File: src/rtl/dram_seq_pkg.sv
`timescale 1ns/1ps
package dram_seq_pkg;

  // Strobe bundle passed from control to datapath, all active high.
  typedef struct packed {
    logic ras;
    logic cas;
    logic colSel;
    logic we;
  } strobe_t;

endpackage

File: src/rtl/dram_seq_tapline.sv
`timescale 1ns/1ps
// Shift register holding the request history; stage 0 is the newest.
module dram_seq_tapline #(
  parameter int DEPTH = 3
) (
  input  logic             clk,
  input  logic             rstN,
  input  logic             reqIn,
  output logic [DEPTH-1:0] tapAct
);

  // Stored active low so that a cleared line reads all ones.
  logic [DEPTH-1:0] stageN;

  always_ff @(posedge clk or negedge rstN) begin
    if (!rstN) begin
      stageN <= '1;
    end else begin
      stageN <= {stageN[DEPTH-2:0], ~reqIn};
    end
  end

  assign tapAct = ~stageN;

endmodule

File: src/rtl/dram_seq_ctrl.sv
`timescale 1ns/1ps
// Cycle decode and tap selection; drives the strobe struct.
module dram_seq_ctrl
  import dram_seq_pkg::*;
#(
  parameter int RAS_TAP      = 0,
  parameter int MUX_TAP      = 1,
  parameter int CAS_TAP      = 2,
  parameter int REFRESH_LEAD = 1,
  parameter int DEPTH        = CAS_TAP + 1
) (
  input  logic             memReqN,
  input  logic             rdN,
  input  logic             wrN,
  input  logic             rfshN,
  input  logic             dramSelN,
  input  logic [DEPTH-1:0] tapAct,
  output logic             reqIn,
  output strobe_t          stb
);

  localparam int RFSH_RAS_TAP = RAS_TAP + REFRESH_LEAD;

  logic normalCyc;
  logic refreshCyc;
  logic cpuStrobe;
  logic normalRas;
  logic normalCas;
  logic refreshRas;
  logic refreshCas;

  assign normalCyc  = !memReqN && rfshN && !dramSelN;
  assign refreshCyc = !memReqN && !rfshN;
  assign cpuStrobe  = !rdN || !wrN;

  // Only qualified cycles feed the sequencer.
  assign reqIn = normalCyc || refreshCyc;

  // Normal cycle: RAS tap opens RAS, CAS tap opens CAS once a CPU strobe is present.
  assign normalRas = normalCyc && tapAct[RAS_TAP];
  assign normalCas = normalCyc && tapAct[CAS_TAP] && cpuStrobe;

  // Refresh cycle: the earliest tap opens CAS, a later tap opens RAS.
  assign refreshCas = refreshCyc && tapAct[RAS_TAP];
  assign refreshRas = refreshCyc && tapAct[RFSH_RAS_TAP];

  always_comb begin
    stb        = '0;
    stb.ras    = normalRas || refreshRas;
    stb.cas    = normalCas || refreshCas;
    stb.colSel = tapAct[MUX_TAP];
    stb.we     = !wrN && !dramSelN && rfshN;
  end

endmodule

File: src/rtl/dram_seq_datapath.sv
`timescale 1ns/1ps
// Address multiplexer and active-low output stage with reset gating.
module dram_seq_datapath
  import dram_seq_pkg::*;
#(
  parameter int CPU_AW  = 16,
  parameter int DRAM_AW = CPU_AW / 2
) (
  input  logic               rstN,
  input  strobe_t            stb,
  input  logic [CPU_AW-1:0]  cpuAddr,
  output logic [DRAM_AW-1:0] dramAddr,
  output logic               rasN,
  output logic               casN,
  output logic               weN
);

  genvar b;
  generate
    for (b = 0; b < DRAM_AW; b++) begin : g_addrMux
      assign dramAddr[b] = stb.colSel ? cpuAddr[b + DRAM_AW] : cpuAddr[b];
    end
  endgenerate

  assign rasN = !(rstN && stb.ras);
  assign casN = !(rstN && stb.cas);
  assign weN  = !(rstN && stb.we);

endmodule

File: src/rtl/dram_seq_clkdiv.sv
`timescale 1ns/1ps
// Divide-by-two toggle for the CPU clock.
module dram_seq_clkdiv (
  input  logic clk,
  input  logic rstN,
  output logic cpuClk
);

  always_ff @(posedge clk or negedge rstN) begin
    if (!rstN) begin
      cpuClk <= 1'b0;
    end else begin
      cpuClk <= ~cpuClk;
    end
  end

endmodule

File: src/rtl/dram_strobe_seq.sv
`timescale 1ns/1ps
module dram_strobe_seq
  import dram_seq_pkg::*;
#(
  parameter int CPU_AW       = 16,
  parameter int MUX_LAG      = 1,
  parameter int CAS_LAG      = 1,
  parameter int REFRESH_LEAD = 1
) (
  input  logic                clk,
  input  logic                rstN,
  input  logic                memReqN,
  input  logic                rdN,
  input  logic                wrN,
  input  logic                rfshN,
  input  logic                dramSelN,
  input  logic [CPU_AW-1:0]   cpuAddr,
  output logic [CPU_AW/2-1:0] dramAddr,
  output logic                rasN,
  output logic                casN,
  output logic                weN,
  output logic                cpuClk
);

  localparam int DRAM_AW = CPU_AW / 2;
  localparam int RAS_TAP = 0;
  localparam int MUX_TAP = RAS_TAP + MUX_LAG;
  localparam int CAS_TAP = MUX_TAP + CAS_LAG;
  localparam int DEPTH   = CAS_TAP + 1;

  logic             reqIn;
  logic [DEPTH-1:0] tapAct;
  strobe_t          stb;

  dram_seq_tapline #(.DEPTH(DEPTH)) u_tapline (
    .clk    (clk),
    .rstN   (rstN),
    .reqIn  (reqIn),
    .tapAct (tapAct)
  );

  dram_seq_ctrl #(
    .RAS_TAP      (RAS_TAP),
    .MUX_TAP      (MUX_TAP),
    .CAS_TAP      (CAS_TAP),
    .REFRESH_LEAD (REFRESH_LEAD),
    .DEPTH        (DEPTH)
  ) u_ctrl (
    .memReqN  (memReqN),
    .rdN      (rdN),
    .wrN      (wrN),
    .rfshN    (rfshN),
    .dramSelN (dramSelN),
    .tapAct   (tapAct),
    .reqIn    (reqIn),
    .stb      (stb)
  );

  dram_seq_datapath #(.CPU_AW(CPU_AW), .DRAM_AW(DRAM_AW)) u_datapath (
    .rstN     (rstN),
    .stb      (stb),
    .cpuAddr  (cpuAddr),
    .dramAddr (dramAddr),
    .rasN     (rasN),
    .casN     (casN),
    .weN      (weN)
  );

  dram_seq_clkdiv u_clkdiv (
    .clk    (clk),
    .rstN   (rstN),
    .cpuClk (cpuClk)
  );

endmodule

File: config.mk
export PLATFORM = sky130hd
export DESIGN_NAME = dram_strobe_seq
export DESIGN_NICKNAME = d
export VERILOG_FILES = /design/src/rtl/dram_seq_pkg.sv /design/src/rtl/dram_seq_tapline.sv /design/src/rtl/dram_seq_ctrl.sv /design/src/rtl/dram_seq_datapath.sv /design/src/rtl/dram_seq_clkdiv.sv /design/src/rtl/dram_strobe_seq.sv
export SDC_FILE = /design/constraint.sdc
export NUM_CORES = 1
export LEC_CHECK = 0
export BUFFER_PORTS_ARGS = -buffer_cell sky130_fd_sc_hd__buf_2
export CORE_AREA = 2 2 39 41
export CTS_CLUSTER_SIZE = 28
export DETAILED_ROUTE_END_ITERATION = 10
export DIE_AREA = 0 0 41 43
export PLACE_DENSITY = 0.6
export SYNTH_ARGS = -nofsm -noshare
export SYNTH_HDL_FRONTEND = slang
export SYNTH_SLANG_ARGS = --single-unit
export TNS_END_PERCENT = 10
File: constraint.sdc
create_clock -name clk -period 1.6 [get_ports clk]
set_input_delay 0.24 -clock clk [delete_from_list [all_inputs] [get_ports clk]]
set_output_delay 0.24 -clock clk [all_outputs]
set_load 0.03 [all_outputs]
Word-level counts from Yosys, hierarchy flattened
Cells that the tools add are included.
{"block": "word_totals", "inputBits": 23, "ff_bits": 4}
{"block": "op_classes", "bitwise_logic": 3, "reduce_logical": 25, "n_mux": 8}
{"op": "1-bit logical AND", "count": 13}
{"op": "1-bit zero test", "count": 8}
{"op": "1-bit 2-to-1 mux", "count": 8}
{"op": "1-bit logical OR", "count": 4}
{"op": "3-bit NOT", "count": 1}
{"op": "1-bit NOT", "count": 2}

Depth between registers and ports, before layout
Gate-level depths: netlist (run 1).
{"block": "depth", "ltp_word": 8, "depth_mapped": 3, "depth_no_buf": 2}

By module
A second synthesis (run 1) with hierarchy kept.
{"block": "hier_totals", "cells_unflattened": 31, "hier_area_um2": 335.3}
{"module": "dram_seq_datapath", "cells_each": 12, "instances": 1, "area_each_um2": 142.6, "seq_area_each_um2": 0.0}
{"module": "dram_seq_tapline", "cells_each": 7, "instances": 1, "area_each_um2": 93.8, "seq_area_each_um2": 78.8}
{"module": "dram_seq_ctrl", "cells_each": 10, "instances": 1, "area_each_um2": 70.1, "seq_area_each_um2": 0.0}
{"module": "dram_seq_clkdiv", "cells_each": 2, "instances": 1, "area_each_um2": 28.8, "seq_area_each_um2": 25.0}

Worst setup path after synthesis (run 1)
No wires, ideal clock.
{"block": "synth_path", "path_type": "register -> output", "start": "register u_tapline.stageN[1]", "end": "output rasN", "t_arrival_ns": 1.433, "path_stages_with_launch": 4, "required_time_ns": 1.360, "path_slack_ns": -0.073, "n_path_buf": 1, "cell_sequence": "dfstp_2 > buf_2 > nor2_1 > o21ai_0"}
{"block": "synth_between", "elab_chain_cells": 5}
{"item": "start: declaration", "line_no": "dram_seq_tapline.sv:13", "source": "logic [DEPTH-1:0] stageN;"}
{"item": "start signal: assignment", "line_no": "dram_seq_tapline.sv:19", "source": "stageN <= {stageN[DEPTH-2:0], ~reqIn};"}
{"item": "3-bit NOT", "line_no": "dram_seq_tapline.sv:23", "source": "assign tapAct = ~stageN;"}
{"item": "1-bit logical AND", "line_no": "dram_seq_ctrl.sv:45", "source": "assign refreshRas = refreshCyc && tapAct[RFSH_RAS_TAP];"}
{"item": "1-bit logical OR", "line_no": "dram_seq_ctrl.sv:49", "source": "stb.ras = normalRas || refreshRas;"}
{"item": "1-bit logical AND", "line_no": "dram_seq_datapath.sv:25", "source": "assign rasN = !(rstN && stb.ras);"}
{"item": "1-bit zero test", "line_no": "dram_seq_datapath.sv:25"}
{"item": "end: declaration", "line_no": "dram_strobe_seq.sv:19", "source": "output logic rasN,"}
Every way passes these cells.

Worst setup path after layout (run 1)
{"block": "layout_path", "start": "register u_tapline.stageN[1]", "end": "output dramAddr[1]"}
{"block": "layout_between", "elab_chain_cells": 2}
{"item": "3-bit NOT", "line_no": "dram_seq_tapline.sv:23"}
{"item": "1-bit 2-to-1 mux", "line_no": "dram_seq_datapath.sv:21", "source": "assign dramAddr[b] = stb.colSel ? cpuAddr[b + DRAM_AW] : cpuAddr[b];"}
{"item": "end: declaration", "line_no": "dram_strobe_seq.sv:18", "source": "output logic [CPU_AW/2-1:0] dramAddr,"}
Every way passes these cells.

==> reports/summary.md, run 1 <==
The flow ran to the end, but the final reports show violations. The checks that failed: negative setup slack. Of the synthesized area, sequential elements account for 37.7%. After synthesis, the cell types taking the most area are dfstp_2, mux2_2, dfrtp_1.

Summing the areas of all fa, ha and maj instances in the mapped netlist gives 0% of the synthesized area. The power per unit of standard cell area was 700 nW/um^2. The count of unresolved DRC violations after routing was 0. The tools report the aggregate global-route resource usage as 11.4%. The run gives 2 as the largest buffer count on any clock path.

The number of buffers inserted by port buffering works out to 34. The post-synthesis compound-gate area fraction came out at 10.5%. The tree is rooted in a clkbuf_4.

Entering global routing, the biggest net connects 10 pins. The number of flip-flops and latches in the synthesized netlist is 4, and the endpoint required time on the critical path is 1360 ps. The first global-routing pass estimated 1340 um of wire.

Kind of critical path: reg -> out. The run gives 0 as the final count of pins violating max slew. The logs give 19.9% for the effective utilization at floorplan and 328 for the number of global-route vias before repair. The worst slew margin relative to its limit was 87.4%. For the final number of setup-violating endpoints, the log shows 4. The total clock buffers created by CTS came out at 3.

The number of antenna diodes in the final layout is 0. The tools report the kind of end point of the critical path as a primary output. OpenSTA, run right after detailed placement, puts the worst setup slack at 195 ps. For the final database, setup skew stands at 9.10 ps. The gate count of the mapped netlist was 24.

The category of the worst setup path launch point is a flip-flop. In the final routed layout, each cell accounts on average for 11.1 um. For the routability congestion estimate from global placement, the log shows 0.600.

The max-cap violation count was 0; the DRC violation total after the first TritonRoute iteration was 1. From synthesis to final layout, the design area changed by 121%. The tools report the count of warnings emitted by yosys as 0.

The setup slack after layout was -12.3 ps. The maximum level of the CTS H-tree was 1. The number of sinks handled by clock tree synthesis was 4; the simple-gate share of the synthesized area was 14.5%.

The type of the worst min-delay path is in -> reg. The net count after synthesis came out at 47. The die covers 1760 um^2. Once detailed placement completed, the half-perimeter wirelength came to 631 um. At the worst endpoint, the arrival time is 1370 ps. For this run, the post-layout net count is 90. Final hold analysis gives a worst-case slack of 202 ps.

The share of final-layout standard cells stronger than drive strength 1 was 86.4%; the time the worst path needs with I/O delays and setup was 1610 ps. After clock tree synthesis, the clock-pin slew on the worst setup and hold paths is 40 ps. The maximum fanout along the worst path is 3, and the I/O pin total is 35.

The logs give 0 for the number of hold violations in the final report and 14 for the row count. Summing the areas of all xor and xnor instances in the mapped netlist gives 0% of the synthesized area. For the pin with the worst max-slew slack, the measured transition is 187 ps. The synthesized design spends more area on one cell type than any other, namely dfstp_2. Setup repair after global routing could not meet its margin everywhere. For this block, the via count after detailed routing is 345. The logs give 16 for the number of distinct library cells after synthesis and 0 for the number of nets still failing antenna checks after routing. The latest clock arrival within the worst-skew pair came out at 240 ps. After synthesis, the largest family of logic cells by area is multiplexers. The final layout contains routed wiring with a total length of 907 um.

Timing would allow up to 0.620 GHz. The final critical-path share of the clock period is 101%. The number of vias per cell came out at 4.21. For the number of antenna violations at the first check in global routing, the log shows 0.

In the synthesized netlist, mux cells make up 32.7% of the area. From left edge to right edge, the die measures 41 um. The top cell type by area accounts for 28.6% of the synthesized area. The region available for standard cell placement spans 1380 um^2. The height of the die came out at 43 um. The run gives 0.313 nW as the static leakage. Sum of negative setup slack: -39.8 ps. For the total congestion overflow after global routing, the log shows 0. The worst-case IR drop observed on VDD is 0.000272 V. After synthesis the cells add up to 275 um^2.

TritonCTS built the clock tree. The mean instance size in the synthesized netlist came out at 11.5 um^2. The number of iterations in the first detailed-routing pass was 2.
==> layout by cell type (no fill, tap or decap) <==
cell            n
buf_2          25
dfstp_2         3
or4b_4          1
nor2_2          1
o21ai_1         1
nand2b_2        1
o211ai_1        1
dfrtp_1         1
nor3b_1         1
clkbuf_4        3
buf_4           2
mux2_2          4
inv_2           1
clkbuf_1        1
buf_6          11
inv_1           1
nor2b_1         1
a211oi_1        1
a21o_2          1
mux2_4          4
dlygate4sd3_1   1
==> Yosys cell counts, drive strengths merged <==
cell type	instances
nor3b	1
dfstp	3
nor2b	1
inv	2
nand2b	1
o211ai	1
mux2	8
dfrtp	1
a21o	1
buf	1
a211oi	1
o21ai	1
nor2	1
or4b	1
==> stage by stage <==
stage	cells	util (%)	area, um^2	power (W)
floorplan	24	-	275	0.000190
global placement	73	33.3	460	0.000237
detailed placement	73	33.3	460	0.000238
CTS	79	38.1	527	0.000397
global route	82	43.9	608	0.000451
finish	82	43.9	608	0.000426
==> registers in the layout, summed over array words and instances (netlist names) <==
name / cells
u_clkdiv.cpuClk: 1
u_tapline.stageN: 3
==> path summary, 6_finish.rpt <==
check                                                endpoint  cells past startpoint  slack (ps)                           from
worst max-delay path                              dramAddr[1]                      3         -10  u_tapline.stageN[1]$_DFF_PN1_
worst min register to register  u_tapline.stageN[1]$_DFF_PN1_                      0         390  u_tapline.stageN[0]$_DFF_PN1_
min in group asynchronous           u_clkdiv.cpuClk$_DFF_PN0_                      2         370                           rstN
worst min-delay path            u_tapline.stageN[0]$_DFF_PN1_                      2         200                        memReqN
worst max register to register  u_tapline.stageN[2]$_DFF_PN1_                      2         760  u_tapline.stageN[1]$_DFF_PN1_
max in group asynchronous       u_tapline.stageN[1]$_DFF_PN1_                      2         980                           rstN
==> power breakdown <==
group | internal (W) | total [W] | switching, W
sequential | 0.000110 | 0.000115 | 0.00000420
combinational | 0.0000928 | 0.000172 | 0.0000791
clock | 0.0000938 | 0.000139 | 0.0000456
==> critical path, stage by stage (launching register included) <==
cell and delay, ps:
dfstp_2 550, buf_6 110, mux2_2 330, buf_6 140
==> routing by layer <==
| layer | routed length, um | part of all wire (%) | GRT usage [%] | vias up |
|---|---|---|---|---|
| met5 | 0 | 0 | 0 | - |
| met3 | 60 | 6.6 | 4.71 | 0 |
| met1 | 323 | 36 | 10.7 | 166 |
| met4 | 0 | 0 | 6.00 | 0 |
| met2 | 522 | 58 | 19.4 | 8 |
| li1 | - | - | - | 171 |
==> timing repair <==
item	4_1_cts	5_1_grt
setup buffers	1	3
gates resized for setup	9	18
pin swaps	0	1
hold endpoints to repair	4	0
hold buffers	1	0
endpoints found under the setup margin	8	9
==> final cells by class <==
class	instances	area (um^2)
Fill cell	146	776
Sequential cell	4	104
Inverter	2	7.51
Multi-Input combinational cell	17	176
Timing Repair Buffer	39	274
Tap cell	16	20.0
Clock buffer	4	26.3
==> logic make-up after synthesis <==
family / Yosys count
muxes: 8
AOI/OAI and AO/OA: 4
and+or+nand+nor: 5
buffers and inverters: 3
DFF: 4
Note: power is estimated with default switching activity, not from simulation.
==> run 2, diff against run 1 <==
--- a/config.mk
+++ b/config.mk
@@ -7,4 +7,5 @@
 export LEC_CHECK = 0
 export BUFFER_PORTS_ARGS = -buffer_cell sky130_fd_sc_hd__buf_2
+export CAP_MARGIN = 10
 export CORE_AREA = 2 2 39 41
 export CTS_CLUSTER_SIZE = 28
==> constraint.sdc (replaced) <==
create_clock -name clk -period 1.6 [get_ports clk]
set_input_delay 0.24 -clock clk [delete_from_list [all_inputs] [get_ports clk]]
set_output_delay 0.24 -clock clk [all_outputs]
set_load 0.05 [all_outputs]
==> run 2 against run 1 <==
Net effect:
- the flow still finishes with violations (negative setup slack)
- worst hold slack better by 1.1 ps
- sequential share of layout area down 1.1 points
- power up 12%
- global-route usage is 1.6 points higher
- critical path depth stayed put
- clock skew decreased by 3.8 ps
- critical endpoint is now dramAddr[3]
==> reports/summary.md, run 2 (synthesized netlist as in run 1, its figures left out) <==
The flow ran to the end, but the final reports show violations. The final reports fail on negative setup slack. The number of standard cells in the final layout excluding fillers came out at 81 (-1.2%). The register containing the most flip-flops in the final layout is u_tapline.stageN. Met2 track demand over resource: 19.1% (-0.31 points).

The measured slew at the worst slew-check pin was 252 ps (+64.9 ps). The largest registers in the layout are u_tapline.stageN (3), u_clkdiv.cpuClk (1). The library cell used most frequently in the layout, excluding fill and tap cells, is buf_2.

The worst slew margin relative to its limit is 83.3% (-4.1 points), and the aggregate global-route resource usage is 13.0% (+1.6 points). After global routing, the most crowded layer is met2. The maximum level of the CTS H-tree was 1 (unchanged); the cell depth of the worst hold path was 2 (unchanged). The row count came out at 14 (unchanged).

For the number of hold violations in the final report, the log shows 0 (unchanged). The chip width is 41 um (unchanged), and the global-route wire length before repair is 1490 um (+11%). The worst hold slack across all endpoints was 203 ps (+1.09 ps). Data arrival time of the critical path: 1370 ps (about the same).

Total clock buffers created by CTS: 3 (unchanged). The height of the die came out at 43 um (unchanged). The tools report the antenna diode instance count as 0 (unchanged).

Count of unresolved DRC violations after routing: 0 (unchanged). In the layout the commonest cells are buf_2, mux2_4, buf_8. Number of iterations in the first detailed-routing pass: 4 (+2).

The logs give 0 (unchanged) for the final count of pins violating max slew and -14.1 ps (-1.75 ps) for the setup slack after layout. The number of buffers inserted by port buffering is 34 (unchanged). The run gives 0 (unchanged) as the total congestion overflow after global routing. Static leakage: 0.339 nW (+8.3%). The pin count of the biggest net entering global routing came out at 6 (-4).

The share of final-layout standard cells stronger than drive strength 1 came out at 86.2% (-0.21 points). The total vias in the final route is 351 (+1.7%), and the number of global-route vias before repair is 385 (+17%). The mean routed wirelength per cell works out to 11.4 um (+3.2%). Kind of critical path: reg -> out. The largest clock skew in the final design was 5.29 ps (-3.81 ps).

The max-cap violation count was 0 (unchanged). The maximum fanout along the worst path is 5 (+2). The power per unit of standard cell area came out at 734 nW/um^2 (+4.8%). For the largest buffer count on any clock path, the log shows 2 (unchanged). The I/O pin total is 35 (unchanged).

Final-layout fill cell count: 128 (-12%). The kind of end point of the critical path was a primary output. Relative to the synthesized area, the layout overhead comes to 135%.

For the effective utilization at floorplan, the log shows 19.9% (unchanged). The number of nets in the final layout is 89 (-1.1%). The area enclosed by the die boundary is 1760 um^2 (unchanged), and the number of vias per cell is 4.33 (+3.0%). The endpoint required time on the critical path is 1360 ps (about the same), and the DRC violation total after the first TritonRoute iteration is 2 (+1). The worst setup path is launched from a flip-flop. TritonCTS built the clock tree. The met1 track utilization from global routing is 15.0% (+4.3 points). The cell sitting at the root of the clock tree is a clkbuf_4.

The number of sinks handled by clock tree synthesis was 4 (unchanged). The tools report the routability congestion estimate from global placement as 0.666 (+11%). The worst hold path belongs to the class in -> reg. The final critical-path share of the clock period came out at 101% (+0.11 points). Maximum clock frequency: 0.620 GHz (-0.11%). For the final number of setup-violating endpoints, the log shows 8 (+4). Setup repair after global routing could not meet its margin everywhere.

The number of cell instances on the worst register-to-register path was 2 (unchanged). The clock slew at the register clock pins of the worst setup and hold paths is 40 ps (about the same). The number of cells after detailed placement is 73 (unchanged), and the aggregate routed wire length is 925 um (+2.0%). The tools report the number of nets still failing antenna checks after routing as 0 (unchanged). The number of antenna violations at the first check in global routing was 0 (unchanged); the latest clock arrival within the worst-skew pair was 240 ps (about the same). Standard cell core area: 1380 um^2 (unchanged). The maximum resistive drop on vdd was 0.000369 V (+36%); the global routing usage on met3 was 5.24% (+0.52 points). The flip-flop count of the largest register, all copies and words added is 3 (unchanged), and the utilization of the core after routing is 46.8% (+2.9 points). Time the worst path needs with I/O delays and setup: 1610 ps (+1.75 ps).
run 2: changes by cell type in the layout (fill, tap and decap cells not counted), sizes merged:
cell	delta
buf	-1
run 2: repair_timing:
| item | 4_1_cts | 5_1_grt |
|---|---|---|
| pin swaps | 0 | 0 |
| hold buffers | 1 | 0 |
| hold endpoints to repair | 4 | 0 |
| resized for setup | 35 | 0 |
| setup buffers | 2 | 1 |
| setup endpoints to repair | 9 | 8 |
run 2: final cells by class:
type	count	area, um^2	share of cell area (%)
inverter	2	7.51	1.16
multi-input combinational	17	193	29.7
tap	16	20.0	3.09
sequential	4	104	16.0
timing repair buffer	38	298	45.9
clock buffer	4	26.3	4.05
run 2: where the power goes:
group | internal [W] | switching (W) | total, W
clock network | 0.0000937 | 0.0000433 | 0.000137
registers | 0.000110 | 0.00000418 | 0.000115
logic | 0.000110 | 0.000114 | 0.000224
run 2: worst max-delay path, cell delays in order (launching register included):
cell and delay [ps]:
dfstp_2 550, buf_6 130, mux2_4 310, buf_8 150
run 2: worst paths after layout:
check                                                    from                            end  slack, ps
max in group asynchronous                                rstN  u_tapline.stageN[2]$_DFF_PN1_        970
worst max register to register  u_tapline.stageN[1]$_DFF_PN1_  u_tapline.stageN[2]$_DFF_PN1_        770
min in group asynchronous                                rstN      u_clkdiv.cpuClk$_DFF_PN0_        380
worst max-delay path            u_tapline.stageN[1]$_DFF_PN1_                    dramAddr[3]        -10
worst min-delay path                                  memReqN  u_tapline.stageN[0]$_DFF_PN1_        200
worst min register to register  u_tapline.stageN[0]$_DFF_PN1_  u_tapline.stageN[1]$_DFF_PN1_        390
run 2: routing by layer:
layer	vias up	routed length (um)	part of all wire, %
met5	-	0	0
met4	0	5	0.54
met3	2	130	14
met2	27	422	46
met1	152	366	40
li1	170	-	-
run 2: through the flow:
| stage | TNS, ps | instance area, um^2 | setup slack [ps] | total power [W] |
|---|---|---|---|---|
| finish | -48.2 | 648 | -14.1 | 0.000476 |
| global route | -332 | 648 | -53.3 | 0.000502 |
| CTS | -116 | 641 | -20.7 | 0.000481 |
| detailed placement | 0 | 464 | 163 | 0.000269 |
| global placement | 0 | 464 | 172 | 0.000268 |
| floorplan | 0 | 279 | 39.4 | 0.000221 |
